### config.mk
export PLATFORM = sky130hd
export DESIGN_NAME = page_perm_check
export DESIGN_NICKNAME = d
export VERILOG_FILES = /design/src/rtl/pchk_pkg.sv /design/src/rtl/pchk_level_merge.sv /design/src/rtl/pchk_rule.sv /design/src/rtl/page_perm_check.sv
export SDC_FILE = /design/constraint.sdc
export NUM_CORES = 1
export LEC_CHECK = 0
export ABC_AREA = 1
export ABC_CLOCK_PERIOD_IN_PS = 1500
export BUFFER_PORTS_ARGS = -buffer_cell sky130_fd_sc_hd__buf_2
export CAP_MARGIN = 15
export CORE_AREA = 2 2 39 41
export CTS_BUF_LIST = sky130_fd_sc_hd__clkbuf_8 sky130_fd_sc_hd__clkbuf_16
export CTS_CLUSTER_SIZE = 30
export DETAILED_ROUTE_END_ITERATION = 7
export DIE_AREA = 0 0 41 43
export GPL_ROUTABILITY_DRIVEN = 0
export PLACE_DENSITY = 0.89
export SETUP_SLACK_MARGIN = 0.4
export SLEW_MARGIN = 20
export SYNTH_ARGS = -nofsm -noshare
export SYNTH_HDL_FRONTEND = slang
export SYNTH_SLANG_ARGS = --single-unit
### constraint.sdc
create_clock -name clk -period 1.5 [get_ports clk]
set_input_delay 0.3 -clock clk [delete_from_list [all_inputs] [get_ports clk]]
set_output_delay 0.3 -clock clk [all_outputs]
set_load 0.01 [all_outputs]
### src/rtl/pchk_pkg.sv
package pchk_pkg;

    typedef enum logic [1:0] {
        RSN_NONE   = 2'b00,
        RSN_PRIV   = 2'b01,
        RSN_RDONLY = 2'b10
    } reason_e;

    typedef struct packed {
        logic    vld;
        logic    grant;
        reason_e reason;
        logic    wp;
    } chk_state_t;

endpackage

### src/rtl/pchk_level_merge.sv
// Folds the protection flags of all paging levels into the most restrictive set.
module pchk_level_merge #(
    parameter int LEVELS  = 2,
    parameter int ENTRY_W = 32,
    parameter int RW_BIT  = 1,
    parameter int US_BIT  = 2
) (
    input  logic [LEVELS-1:0][ENTRY_W-1:0] entries,
    output logic                           eff_user,
    output logic                           eff_write
);
    logic [LEVELS:0] user_chain;
    logic [LEVELS:0] write_chain;

    assign user_chain[0]  = 1'b1;
    assign write_chain[0] = 1'b1;

    for (genvar lv = 0; lv < LEVELS; lv++) begin : g_level
        assign user_chain[lv+1]  = user_chain[lv]  & entries[lv][US_BIT];
        assign write_chain[lv+1] = write_chain[lv] & entries[lv][RW_BIT];
    end

    assign eff_user  = user_chain[LEVELS];
    assign eff_write = write_chain[LEVELS];
endmodule

### src/rtl/pchk_rule.sv
// Applies the mode rules to the merged flags and picks the fault reason.
module pchk_rule
    import pchk_pkg::*;
#(
    parameter int PRIV_W    = 2,
    parameter int USER_PRIV = 3
) (
    input  logic [PRIV_W-1:0] priv,
    input  logic              is_write,
    input  logic              wp,
    input  logic              eff_user,
    input  logic              eff_write,
    output reason_e           reason
);
    localparam logic [PRIV_W-1:0] USER_LVL = PRIV_W'(USER_PRIV);

    logic user_mode;
    logic wr_checked;

    assign user_mode  = (priv == USER_LVL);
    assign wr_checked = user_mode | wp;

    always_comb begin
        if (user_mode && !eff_user) begin
            reason = RSN_PRIV;
        end else if (is_write && !eff_write && wr_checked) begin
            reason = RSN_RDONLY;
        end else begin
            reason = RSN_NONE;
        end
    end
endmodule

### src/rtl/page_perm_check.sv
module page_perm_check
    import pchk_pkg::*;
#(
    parameter int ENTRY_W   = 32,
    parameter int PRIV_W    = 2,
    parameter int RW_BIT    = 1,
    parameter int US_BIT    = 2,
    parameter int USER_PRIV = 3
) (
    input  logic               clk,
    input  logic               rst_n,
    input  logic               req_vld,
    input  logic [ENTRY_W-1:0] dir_entry,
    input  logic [ENTRY_W-1:0] tbl_entry,
    input  logic [PRIV_W-1:0]  cur_priv,
    input  logic               is_write,
    input  logic               ctl_wr,
    input  logic               ctl_wp,
    output logic               rsp_vld,
    output logic               rsp_grant,
    output logic               rsp_fault,
    output logic [1:0]         rsp_reason
);
    localparam int LEVELS = 2;
    localparam logic [PRIV_W-1:0] USER_LVL = PRIV_W'(USER_PRIV);

    chk_state_t st_d, st_q;
    logic       eff_user, eff_write;
    reason_e    reason;

    pchk_level_merge #(
        .LEVELS (LEVELS),
        .ENTRY_W(ENTRY_W),
        .RW_BIT (RW_BIT),
        .US_BIT (US_BIT)
    ) i_merge (
        .entries  ({tbl_entry, dir_entry}),
        .eff_user (eff_user),
        .eff_write(eff_write)
    );

    pchk_rule #(
        .PRIV_W   (PRIV_W),
        .USER_PRIV(USER_PRIV)
    ) i_rule (
        .priv     (cur_priv),
        .is_write (is_write),
        .wp       (st_q.wp),
        .eff_user (eff_user),
        .eff_write(eff_write),
        .reason   (reason)
    );

    always_comb begin
        st_d        = st_q;
        st_d.vld    = req_vld;
        st_d.grant  = req_vld && (reason == RSN_NONE);
        st_d.reason = req_vld ? reason : RSN_NONE;
        if (ctl_wr) begin
            st_d.wp = ctl_wp;
        end
    end

    always_ff @(posedge clk or negedge rst_n) begin
        if (!rst_n) begin
            st_q <= '{vld: 1'b0, grant: 1'b0, reason: RSN_NONE, wp: 1'b0};
        end else begin
            st_q <= st_d;
        end
    end

    assign rsp_vld    = st_q.vld;
    assign rsp_grant  = st_q.grant;
    assign rsp_fault  = st_q.vld && (st_q.reason != RSN_NONE);
    assign rsp_reason = st_q.reason;

    // a verdict follows every request one edge later
    a_r1_resp_follows_req: assert property (@(posedge clk) disable iff (!rst_n)
        req_vld |=> rsp_vld);

    // no request, no verdict
    a_r1_idle_quiet: assert property (@(posedge clk) disable iff (!rst_n)
        !req_vld |=> (!rsp_vld && !rsp_grant && rsp_reason == 2'b00));

    // supervisor reads always pass
    a_r4_sup_read: assert property (@(posedge clk) disable iff (!rst_n)
        (req_vld && cur_priv != USER_LVL && !is_write) |=> rsp_grant);

    // user access to a non-user page is a privilege fault
    a_r5_user_priv: assert property (@(posedge clk) disable iff (!rst_n)
        (req_vld && cur_priv == USER_LVL && !(dir_entry[US_BIT] && tbl_entry[US_BIT]))
        |=> (rsp_reason == 2'b01));

    // with write-protect clear, supervisor writes pass
    a_r7_sup_write_free: assert property (@(posedge clk) disable iff (!rst_n)
        (req_vld && cur_priv != USER_LVL && is_write && !st_q.wp) |=> rsp_grant);

    // grant and fault are exclusive and cover every verdict
    a_r11_exclusive: assert property (@(posedge clk) disable iff (!rst_n)
        rsp_vld |-> (rsp_grant != rsp_fault) && (rsp_grant == (rsp_reason == 2'b00)));
endmodule

==> out/metrics.sh, run 1 <==
CP_MAX_FO=2
TRACK_USAGE_PCT=6.383
CLOCK_POWER_SHARE_PCT=55.1
P_INT_mW=0.3427
FP.DIEAREA_SQ_UM=1763
WL_PER_CELL_UM=7.150
TIMING.FINAL.CRIT_SHARE_PCT=78.83
TIMING.CRITICAL_PATH.FROM_TYPE='flip-flop'
SYN-CELL-AREA_SQ_UM=201.4
NUMBER_OF_MAXIMUM_CAPACITANCE_CONSTRAINT_VIOLATIONS=0
FINALSETUPVIOLATIONS=0
SEQUENTIAL_TO_TOTAL_AREA_SHARE_FROM_YOSYS_STAT_PCT=62.11
POSTSYNTHCELLCOUNT=23
PIN_COUNT=77
PLACED_CELLS_INCL_TAPS=55
VIAS=214
DETAIL-ROUTE-ANTENNA-NETS=0
DIE_HEIGHT_UM=43
POST_CTS_SETUP_DRIVEN_BUFFER_INSERTION_COUNT=0
COMB_POWER_SHARE_PCT=10.8
FINALCLOCKSKEW_NS=0.003206
MIN_PERIOD_NS=1.183
CTS.HTREE.LEVELS=1
NETLIST_TOP_CELLS_AREA='sky130_fd_sc_hd__dfrtp_1 (62%), sky130_fd_sc_hd__nand2_1 (13%), sky130_fd_sc_hd__nor2_1 (7.5%)'
DIE-WIDTH_UM=41
POSTROUTEWIRELENGTH_UM=429
POWER_PER_CELL_AREA_nW_PER_UM2=1212
SYNTH_TOP_AREA_SHARE_PCT=62.11
GRT_MAX_DEGREE=6
DP_HPWL_UM=352.6
YOSYS_WARNINGS=0
YOSYS_REGISTER_BITS=5
RELSLEWSLACK_PCT=91.64
SWITCHING_POWER_mW=0.08929
POSTLAYOUTSETUPSLACKWORST_NS=0.3175
OUTCOME='finished, final reports clean'
CTS-ROOT-TO-SINK-BUFFERS=2
DRTITER0DRC=3
YOSYSTOPAREACELL='sky130_fd_sc_hd__dfrtp_1'
IRDROPWORSTVDD_mV=0.4521
IO_BUFFER_COUNT=16
CRITPATHLAUNCH='rsp_reason[1]'
SWSHARE_PCT=20.67
INITIAL_CORE_UTIL_PCT=14.56
SYNTH_ENABLE_FLOP_CELLS=0
SYNTH_CELL_TYPE_COUNT=8
DRIVE_ABOVE_1_SHARE_PCT=43.18
ACHIEVABLE-FREQUENCY_MHz=845.7
CORE_AR_SQ_UM=1384
ROUTE.DETAILED.DRC=0
DETAILEDROUTE.FIRSTPASSITERATIONCOUNT=2
NUM_ROWS=14
LAYOUT-AREA-OVERHEAD-VS-SYNTH_PCT=77.02
CLOCK_SINK_COUNT=5
WORST_REG_TO_REG_SETUP_SLACK_NS=0.78
POST_LAYOUT_NONFILLER_INSTANCES=60
REPORT.FINAL.SLEW_VIOL_COUNT=0
TIMING.CRITICAL_PATH.TO_TYPE='output port'
FINALNETCOUNT=117
GRT-OVFL-TOTAL=0
SYN-NUM-NETS=95
FLIP_FLOP_CELL_WITH_THE_HIGHEST_COUNT_AFTER_SYNTHESIS='sky130_fd_sc_hd__dfrtp_1'
PRECTSSETUPSLACK_NS=0.5431
PWR-SHARE-SEQ_PCT=34.1
WORSTSKEWPAIRLATENCY_NS=0.22
MOST_NUMEROUS_CELL_IN_THE_YOSYS_NETLIST='sky130_fd_sc_hd__nand2_1'
MAX_SLEW.WORST_PIN.SLEW_NS=0.1240
N_FILL_CELL=155
SYNTHESIS.AREA_PER_INSTANCE_SQ_UM=8.758
YS_ASYNC_SR_FRACTION_PCT=100.0
YS_TOP_CELLS_BY_COUNT='sky130_fd_sc_hd__nand2_1 (7), sky130_fd_sc_hd__dfrtp_1 (5), sky130_fd_sc_hd__nor2_1 (4), sky130_fd_sc_hd__inv_1 (2), sky130_fd_sc_hd__nand3_1 (2)'
P_LEAK_nW=0.2066
GRT_FIRST_PASS_WIRELENGTH_UM=662
VIA_PER_INST=3.567
WORSTHOLDPATHTYPE='input port to flip-flop'
GRT_SETUP_UNREPAIRED='true'
TIMING_HOLD_VIOLATIONS_FINAL=0
TRITONCTS='done'
VIA_COUNT_OF_THE_FIRST_GLOBAL_ROUTING_PASS=175
WORST_SETUP_PATH_TYPE='flip-flop to output port'
ANTENNADIODECOUNT=0
HOLD_PATH.STARTPOINT='req_vld'
TNS_NS=0
GRT_ANTENNA_BEFORE_REPAIR=0
DATA_ARRIVAL_TIME_OF_THE_CRITICAL_PATH_NS=0.88
TRITONCTS.NUM_BUFFERS=3
WORST_R2R_STARTPOINT='st_q[0]'
CTS_ROOT_BUF='sky130_fd_sc_hd__clkbuf_8'
CRITICAL_PATH_REQUIRED_NS=1.20
WORST_SETUP_HOLD_PATH_CLK_SLEW_NS=0.03
layout by cell type (no fill, tap or decap), drive strengths merged:
master and instances:
a21oi 1, buf 16, clkbuf 3, dfrtp 5, dlygate4sd3 1, inv 3
nand2 7, nand3 2, nor2 4, o21a 1, o21ai 1
kinds of logic after synthesis:
family / share of synthesized area (%)
and+or+nand+nor: 25.47
DFF: 62.11
buffers and inverters: 3.728
AOI/OAI and AO/OA: 8.692
sequential cells by signal (all words and copies together), names as in the netlist:
name        count
rsp_reason      2
rsp_grant       1
st_q            1
rsp_vld         1
metal layers:
metal	up-vias	part of all wire, %	track usage, %
li1	113	-	-
met5	-	0	0
met2	18	32	5.625
met3	2	19	5.236
met1	81	45	7.616
met4	0	3.3	8.000
worst paths after layout:
kind / end / cells past startpoint
setup reg to reg: rsp_reason[1] / 4
setup / recovery: rsp_fault / 2
hold reg to reg: st_q[0] / 2
hold / removal: rsp_vld / 1
min in group asynchronous: rsp_reason[0] / 2
max in group asynchronous: rsp_grant / 2
power by group through the flow:
stage / sequential (mW) / combinational (mW) / clock, mW
after CTS: 0.147 / 0.0474 / 0.247
after global placement: 0.149 / 0.0446 / 0
after detailed placement: 0.149 / 0.0451 / 0
final: 0.147 / 0.0465 / 0.238
after global routing: 0.148 / 0.0528 / 0.258
after floorplan: 0.152 / 0.0153 / 0
what timing repair did:
| item | in CTS | in global routing |
|---|---|---|
| endpoints found under the hold margin | 5 | 0 |
| hold buffers | 1 | 0 |
| endpoints found under the setup margin | 1 | 1 |
| gates resized for setup | 0 | 0 |
per-stage QoR:
step	power [mW]	area [sq um]	hold slack, ns	util, %
6_report	0.4320	356.6	0.2211	25.77
3_5_place_dp	0.1941	301.5	0.1139	21.79
5_1_grt	0.4594	356.6	0.2225	25.77
4_1_cts	0.4417	356.6	0.2146	25.77
3_3_place_gp	0.1933	301.5	0.1131	21.79
2_1_floorplan	0.1670	201.4	0.004409	-
critical path, cell delays in order (launching register included):
cell and delay [ns]:
sky130_fd_sc_hd__dfrtp_1 0.36, sky130_fd_sc_hd__o21a_1 0.18, sky130_fd_sc_hd__buf_2 0.13
area by class of cell:
type | instances | area [sq um] | area share, %
Multi-Input combinational cell | 16 | 68.82 | 19.30
Clock buffer | 3 | 41.29 | 11.58
Inverter | 2 | 7.507 | 2.105
Tap cell | 16 | 20.02 | 5.614
Clock inverter | 1 | 3.754 | 1.053
Sequential cell | 5 | 125.1 | 35.09
Timing Repair Buffer | 17 | 90.09 | 25.26
Note: power is estimated with default switching activity, not from simulation.
==> inputs of run 2 (changes only) <==
- ABC_AREA: 1 -> 0
- ABC_CLOCK_PERIOD_IN_PS: 1500 -> 1000
- CORE_AREA: 2 2 39 41 -> unset
- CORE_MARGIN: unset -> 2
- CORE_UTILIZATION: unset -> 14
- DIE_AREA: 0 0 41 43 -> unset
- PLACE_DENSITY: 0.89 -> 0.84
- clock period: 1.5 -> 1 ns (I/O delays scaled with it)
==> out/metrics.sh, run 2 <==
GRT_ANTENNA_BEFORE_REPAIR=0
ACHIEVABLE-FREQUENCY_MHz=923.0
POSTSYNTHCELLCOUNT=17
IO_BUFFER_COUNT=16
YOSYS_WARNINGS=0
SYNTH_ENABLE_FLOP_CELLS=0
FINALSETUPVIOLATIONS=1
INITIAL_CORE_UTIL_PCT=14.62
GRT_SETUP_UNREPAIRED='true'
TIMING.FINAL.CRIT_SHARE_PCT=108.3
WL_PER_CELL_UM=9.537
TIMING.CRITICAL_PATH.TO_TYPE='output port'
DETAILEDROUTE.FIRSTPASSITERATIONCOUNT=2
REGAREA_SQ_UM=125.1
OUTCOME='finished, violations left'
NUM_ROWS=14
CLOCK_SINK_COUNT=5
POSTLAYOUTSETUPSLACKWORST_NS=-0.08347
PRECTSSETUPSLACK_NS=0.1285
TRITONCTS.NUM_BUFFERS=3
POSTROUTEWIRELENGTH_UM=515
FLIP_FLOP_CELL_WITH_THE_HIGHEST_COUNT_AFTER_SYNTHESIS='sky130_fd_sc_hd__dfrtp_1'
CTS-ROOT-TO-SINK-BUFFERS=2
CTS.HTREE.LEVELS=1
GRT-OVFL-TOTAL=0
WORSTSKEWPAIRLATENCY_NS=0.22
FINISH.INSTANCE_AREA_SQ_UM=376.6
IRDROPWORSTVDD_mV=0.3407
GRT_MAX_DEGREE=6
FINAL_COMMON_CELL='sky130_fd_sc_hd__buf_2'
FP.DIEAREA_SQ_UM=1887
DP_HPWL_UM=413.5
SYNTHESIS.AREA_PER_INSTANCE_SQ_UM=12.81
DIE-WIDTH_UM=43.44
WORST_HOLD_SLACK_NS=0.1289
MULTIINPUTGATEAREA_SQ_UM=92.59
CRIT_CHAIN='o21a_1, buf_2'
P_LEAK_nW=0.2048
NETLIST_TOP_CELLS_AREA='sky130_fd_sc_hd__dfrtp_1 (57%), sky130_fd_sc_hd__a221oi_2 (6.9%), sky130_fd_sc_hd__and2_1 (5.7%)'
WORST_SETUP_PATH_TYPE='flip-flop to output port'
DETAIL-ROUTE-ANTENNA-NETS=0
DATA_ARRIVAL_TIME_OF_THE_CRITICAL_PATH_NS=0.88
ANTENNADIODECOUNT=0
FINALCLOCKSKEW_NS=0.00007479
TIMING.CRITICAL_PATH.FROM_TYPE='flip-flop'
VIAS=211
FAILED_CHECKS='negative setup slack'
CTS_ROOT_BUF='sky130_fd_sc_hd__clkbuf_8'
POST_CTS_SETUP_DRIVEN_BUFFER_INSERTION_COUNT=0
VIA_COUNT_OF_THE_FIRST_GLOBAL_ROUTING_PASS=226
SYN-NUM-NETS=89
NUMBER_OF_MAXIMUM_CAPACITANCE_CONSTRAINT_VIOLATIONS=0
TIMING_HOLD_VIOLATIONS_FINAL=0
YOSYSTOPAREACELL='sky130_fd_sc_hd__dfrtp_1'
MIN_PERIOD_NS=1.083
LARGEST_REGISTER_FFS=2
TOP_LIBRARY_CELLS_BY_USAGE_IN_THE_LAYOUT_FILL_AND_TAPS_ASIDE='sky130_fd_sc_hd__buf_2 (16), sky130_fd_sc_hd__dfrtp_1 (5), sky130_fd_sc_hd__clkbuf_8 (3)'
SYN-CELL-AREA_SQ_UM=217.7
GRT_FIRST_PASS_WIRELENGTH_UM=917
YS_TOP_CELLS_BY_COUNT='sky130_fd_sc_hd__dfrtp_1 (5), sky130_fd_sc_hd__and2_1 (2), sky130_fd_sc_hd__nand2_1 (2)'
TRACK_USAGE_PCT=7.376
WORSTHOLDPATHTYPE='input port to flip-flop'
MAX_SLEW.WORST_PIN.SLEW_NS=0.2116
SLOWEST_STAGE_DELAY_ON_CRITICAL_PATH_NS=0.36
DRIVE_ABOVE_1_SHARE_PCT=57.89
MOST_NUMEROUS_CELL_IN_THE_YOSYS_NETLIST='sky130_fd_sc_hd__dfrtp_1'
YS_ASYNC_SR_FRACTION_PCT=100.0
CP_MAX_FO=2
ROUTE.DETAILED.DRC=0
VIA_PER_INST=3.907
SYNTH_TOP_AREA_SHARE_PCT=57.47
SEQUENTIAL_TO_TOTAL_AREA_SHARE_FROM_YOSYS_STAT_PCT=57.47
RELSLEWSLACK_PCT=85.90
CRITICAL_PATH_REQUIRED_NS=0.80
WORST_SETUP_HOLD_PATH_CLK_SLEW_NS=0.03
FINALNETCOUNT=111
CORE_AR_SQ_UM=1489
DPL-INSTANCE-AREA_SQ_UM=317.8
POWER_PER_CELL_AREA_nW_PER_UM2=1759
TRITONCTS='done'
YOSYS_REGISTER_BITS=5
N_FILL_CELL=165
REPORT.FINAL.SLEW_VIOL_COUNT=0
LAYOUT-AREA-OVERHEAD-VS-SYNTH_PCT=72.99
PIN_COUNT=77
DRTITER0DRC=2
WORST_PATH_MAX_DELAY_CELL='sky130_fd_sc_hd__dfrtp_1'
DIE_HEIGHT_UM=43.44
SYNTH_CELL_TYPE_COUNT=11
[run 2: changes by cell type after synthesis, sizes merged, moves of 2 or more]
cell	previous run	this run
nand3	2	0
and2	0	2
nand2	7	2
nor2	4	0
[run 2: power by group]
part	internal, mW	switching [mW]
clock	0.263	0.0963
combinational	0.0449	0.0369
sequential	0.216	0.00542
total	0.524	0.139
[run 2: logic make-up (layout without fill, tap and decap cells)]
group | count (synthesis) | in the layout | share of synthesized area, %
AND/OR/NAND/NOR | 5 | 5 | 11.49
flip-flops | 5 | 5 | 57.47
AO/OA/AOI/OAI | 5 | 5 | 24.14
multiplexers | 1 | 1 | 5.172
buffers and inverters | 1 | 22 | 1.722
[run 2: layer usage]
metal | routed length, um | vias to the layer above | part of all wire [%] | global-route usage [%]
met5 | 0 | - | 0 | 0
met4 | 19 | 0 | 3.7 | 10.91
met3 | 58 | 2 | 11 | 2.917
met2 | 203 | 17 | 39 | 8.657
met1 | 234 | 90 | 45 | 8.184
li1 | - | 102 | - | -
[run 2: final cells by class]
cell class	instances	share of cell area (%)
clock inverters	1	0.9967
well taps	16	5.316
flip-flops and latches	5	33.22
repair buffers	17	23.92
clock buffers	3	10.96
inverters	1	0.9967
multi-input cells	11	24.58
[run 2: worst paths after layout]
path / from / to / slack [ns] / cells after the start
min reg2reg: st_q[0] / st_q[0] / 0.52 / 1
min: req_vld / rsp_vld / 0.13 / 1
max reg2reg: st_q[0] / rsp_grant / 0.12 / 2
min in group asynchronous: rst_n / rsp_reason[1] / 0.32 / 2
max: rsp_reason[0] / rsp_fault / -0.08 / 2
max in group asynchronous: rst_n / rsp_vld / 0.54 / 2
[run 2: critical path, delay by kind of cell, from the launching register on]
| family | cells | cell delay (ns) |
|---|---|---|
| buffers and inverters | 1 | 0.13 |
| AOI/OAI and AO/OA | 1 | 0.18 |
| DFF | 1 | 0.36 |
[run 2: stage by stage]
step / util [%] / instances / power, mW / setup TNS [ns]
5_1_grt: 25.29 / 54 / 0.7000 / -0.1127
2_1_floorplan: - / 17 / 0.2575 / 0
4_1_cts: 25.29 / 54 / 0.6719 / -0.09427
3_3_place_gp: 21.34 / 49 / 0.2976 / 0
3_5_place_dp: 21.34 / 49 / 0.3004 / 0
6_report: 25.29 / 54 / 0.6626 / -0.08347
[run 2: timing repair]
action | in CTS | in global routing
resized for setup | 1 | 0
hold buffers | 1 | 0
pin swaps | 1 | 0
endpoints found under the hold margin | 5 | 0
endpoints found under the setup margin | 8 | 8
==> inputs of run 3 (changes only) <==
- ABC_CLOCK_PERIOD_IN_PS: 1000 -> 880
- clock period: 1 -> 0.88 ns (I/O delays scaled with it)
==> out/metrics.sh, run 3 (synthesis gave the netlist of run 2 again) <==
OUTCOME='finished, violations left'
FAILED_CHECKS='negative setup slack'
DP_HPWL_UM=416.8
FINAL_CORE_UTILIZATION_PCT=25.38
LARGEST_REGISTER_FFS=2
VIA_COUNT_OF_THE_FIRST_GLOBAL_ROUTING_PASS=227
DRIVE_ABOVE_1_SHARE_PCT=60.53
ANTENNADIODECOUNT=0
SWSHARE_PCT=21.23
IRDROPWORSTVDD_mV=0.3567
WORST_HOLD_PATH.NUM_CELLS=1
CTS-ROOT-TO-SINK-BUFFERS=2
WORST_R2R_STARTPOINT='st_q[0]'
POWER_PER_CELL_AREA_nW_PER_UM2=1993
CLOCK_POWER_SHARE_PCT=54.3
MAX_SLEW.WORST_PIN.SLEW_NS=0.2102
VIA_PER_INST=3.815
TIMING_HOLD_VIOLATIONS_FINAL=0
IO_BUFFER_COUNT=16
INITIAL_CORE_UTIL_PCT=14.62
POSTLAYOUTSETUPSLACKWORST_NS=-0.1939
WORST-PATH-BUF-INV=1
VIAS=206
REPORT.FINAL.SLEW_VIOL_COUNT=0
CTS.HTREE.LEVELS=1
CRIT_CHAIN='o21a_1, buf_2'
TRITONCTS='done'
WORST_REG_TO_REG_SETUP_SLACK_NS=-0.01
WORSTHOLDPATHTYPE='input port to flip-flop'
DRTITER0DRC=0
CP_NUM_CELLS=2
WL_PER_CELL_UM=9.519
CORE_AR_SQ_UM=1489
SWITCHING_POWER_mW=0.1599
WORST_SETUP_HOLD_PATH_CLK_SLEW_NS=0.04
GRT-OVFL-TOTAL=0
REGAREA_SQ_UM=125.1
POST_LAYOUT_NONFILLER_INSTANCES=54
P_LEAK_nW=0.2013
GRT_MAX_DEGREE=6
WORST_HOLD_SLACK_NS=0.1039
PIN_COUNT=77
CRITPATHCAPTURE='rsp_fault'
NUMBER_OF_MAXIMUM_CAPACITANCE_CONSTRAINT_VIOLATIONS=0
GRT_FIRST_PASS_WIRELENGTH_UM=931
TOP_LIBRARY_CELLS_BY_USAGE_IN_THE_LAYOUT_FILL_AND_TAPS_ASIDE='sky130_fd_sc_hd__buf_2 (16), sky130_fd_sc_hd__dfrtp_1 (5), sky130_fd_sc_hd__clkbuf_8 (3)'
WORST_SETUP_PATH_TYPE='flip-flop to output port'
MIN_PERIOD_NS=1.074
TIMING.CRITICAL_PATH.FROM_TYPE='flip-flop'
CRITICAL_PATH_REQUIRED_NS=0.70
PRECTSSETUPSLACK_NS=0.001357
DETAILEDROUTE.FIRSTPASSITERATIONCOUNT=1
FINALNETCOUNT=111
DR.MAX_LAYER_USED='met4'
CRITPATHLAUNCH='rsp_reason[0]'
PLACED_CELLS_INCL_TAPS=49
COMB_POWER_SHARE_PCT=12.1
ACHIEVABLE-FREQUENCY_MHz=931.2
RELSLEWSLACK_PCT=85.99
FINISH.INSTANCE_AREA_SQ_UM=377.9
ROUTEDLENGTHMET1_UM=199
MULTIINPUTGATEAREA_SQ_UM=93.84
N_FILL_CELL=159
DIE-WIDTH_UM=43.44
RR_ENDPOINT='rsp_grant'
GRT_SETUP_UNREPAIRED='true'
CLOCK_SINK_COUNT=5
WORST_PATH_MAX_DELAY_CELL='sky130_fd_sc_hd__dfrtp_1'
FP.DIEAREA_SQ_UM=1887
FINAL_COMMON_CELL='sky130_fd_sc_hd__buf_2'
MET3_ROUTED_WL_UM=51
TRACK_USAGE_PCT=7.407
FINALCLOCKSKEW_NS=0.003145
NUM_ROWS=14
FINALSETUPVIOLATIONS=6
TIMING.CRITICAL_PATH.TO_TYPE='output port'
CRIT_FAMILY='flip-flops'
ROUTE.MET2.WL_UM=254
TNS_NS=-0.2704
CP_MAX_FO=2
TRITONCTS.NUM_BUFFERS=3
P_INT_mW=0.5933
WORSTSKEWPAIRLATENCY_NS=0.22
CTS_ROOT_BUF='sky130_fd_sc_hd__clkbuf_8'
GRT_ANTENNA_BEFORE_REPAIR=0
TOTAL_POWER_mW=0.7532
PWR-SHARE-SEQ_PCT=33.6
DIE_HEIGHT_UM=43.44
LAYOUT-AREA-OVERHEAD-VS-SYNTH_PCT=73.56
TIMING.FINAL.CRIT_SHARE_PCT=122.0
ROUTE.DETAILED.DRC=0
POSTROUTEWIRELENGTH_UM=514
FF2FF_PATH_DEPTH=2
SLOWEST_STAGE_DELAY_ON_CRITICAL_PATH_NS=0.37
DATA_ARRIVAL_TIME_OF_THE_CRITICAL_PATH_NS=0.90
DETAIL-ROUTE-ANTENNA-NETS=0
DPL-INSTANCE-AREA_SQ_UM=317.8
-- run 3: cell counts in the layout (fill, tap and decap cells not counted) --
Identical to the previous run, type by type.
-- run 3: worst min path at each step --
stage          startpoint       endpoint  slack [ns]
2_1_floorplan       rst_n      rsp_grant       -0.12
6_report          req_vld        rsp_vld        0.10
4_1_cts           req_vld        rsp_vld         0.1
5_1_grt           req_vld        rsp_vld        0.10
3_5_place_dp        rst_n        rsp_vld      -0.009
3_3_place_gp        rst_n  rsp_reason[1]       -0.01
-- run 3: repair_timing --
action	CTS	global route
hold endpoints to repair	5	0
pin swaps	1	1
resized for setup	0	1
setup buffers	0	0
gates cloned	0	0
endpoints found under the setup margin	8	9
hold buffers	1	0
-- run 3: power groups by stage --
| stage | logic, mW | clock network [mW] | registers (mW) |
|---|---|---|---|
| after floorplan | 0.0332 | 0 | 0.259 |
| after global placement | 0.0832 | 0 | 0.254 |
| after detailed placement | 0.0864 | 0 | 0.256 |
| after CTS | 0.0905 | 0.427 | 0.254 |
| after global routing | 0.101 | 0.441 | 0.255 |
| final | 0.0911 | 0.409 | 0.253 |
-- run 3: per-layer routing --
metal / up-vias / track usage [%]
met5: - / 0
met3: 2 / 2.500
met4: 0 / 9.091
li1: 102 / -
met1: 88 / 7.513
met2: 14 / 10.75
-- run 3: final cells by class --
class                           instances  area share [%]
Inverter                                1          0.9934
Clock buffer                            3           10.93
Timing Repair Buffer                   17           23.84
Sequential cell                         5           33.11
Multi-Input combinational cell         11           24.83
Clock inverter                          1          0.9934
Tap cell                               16           5.298
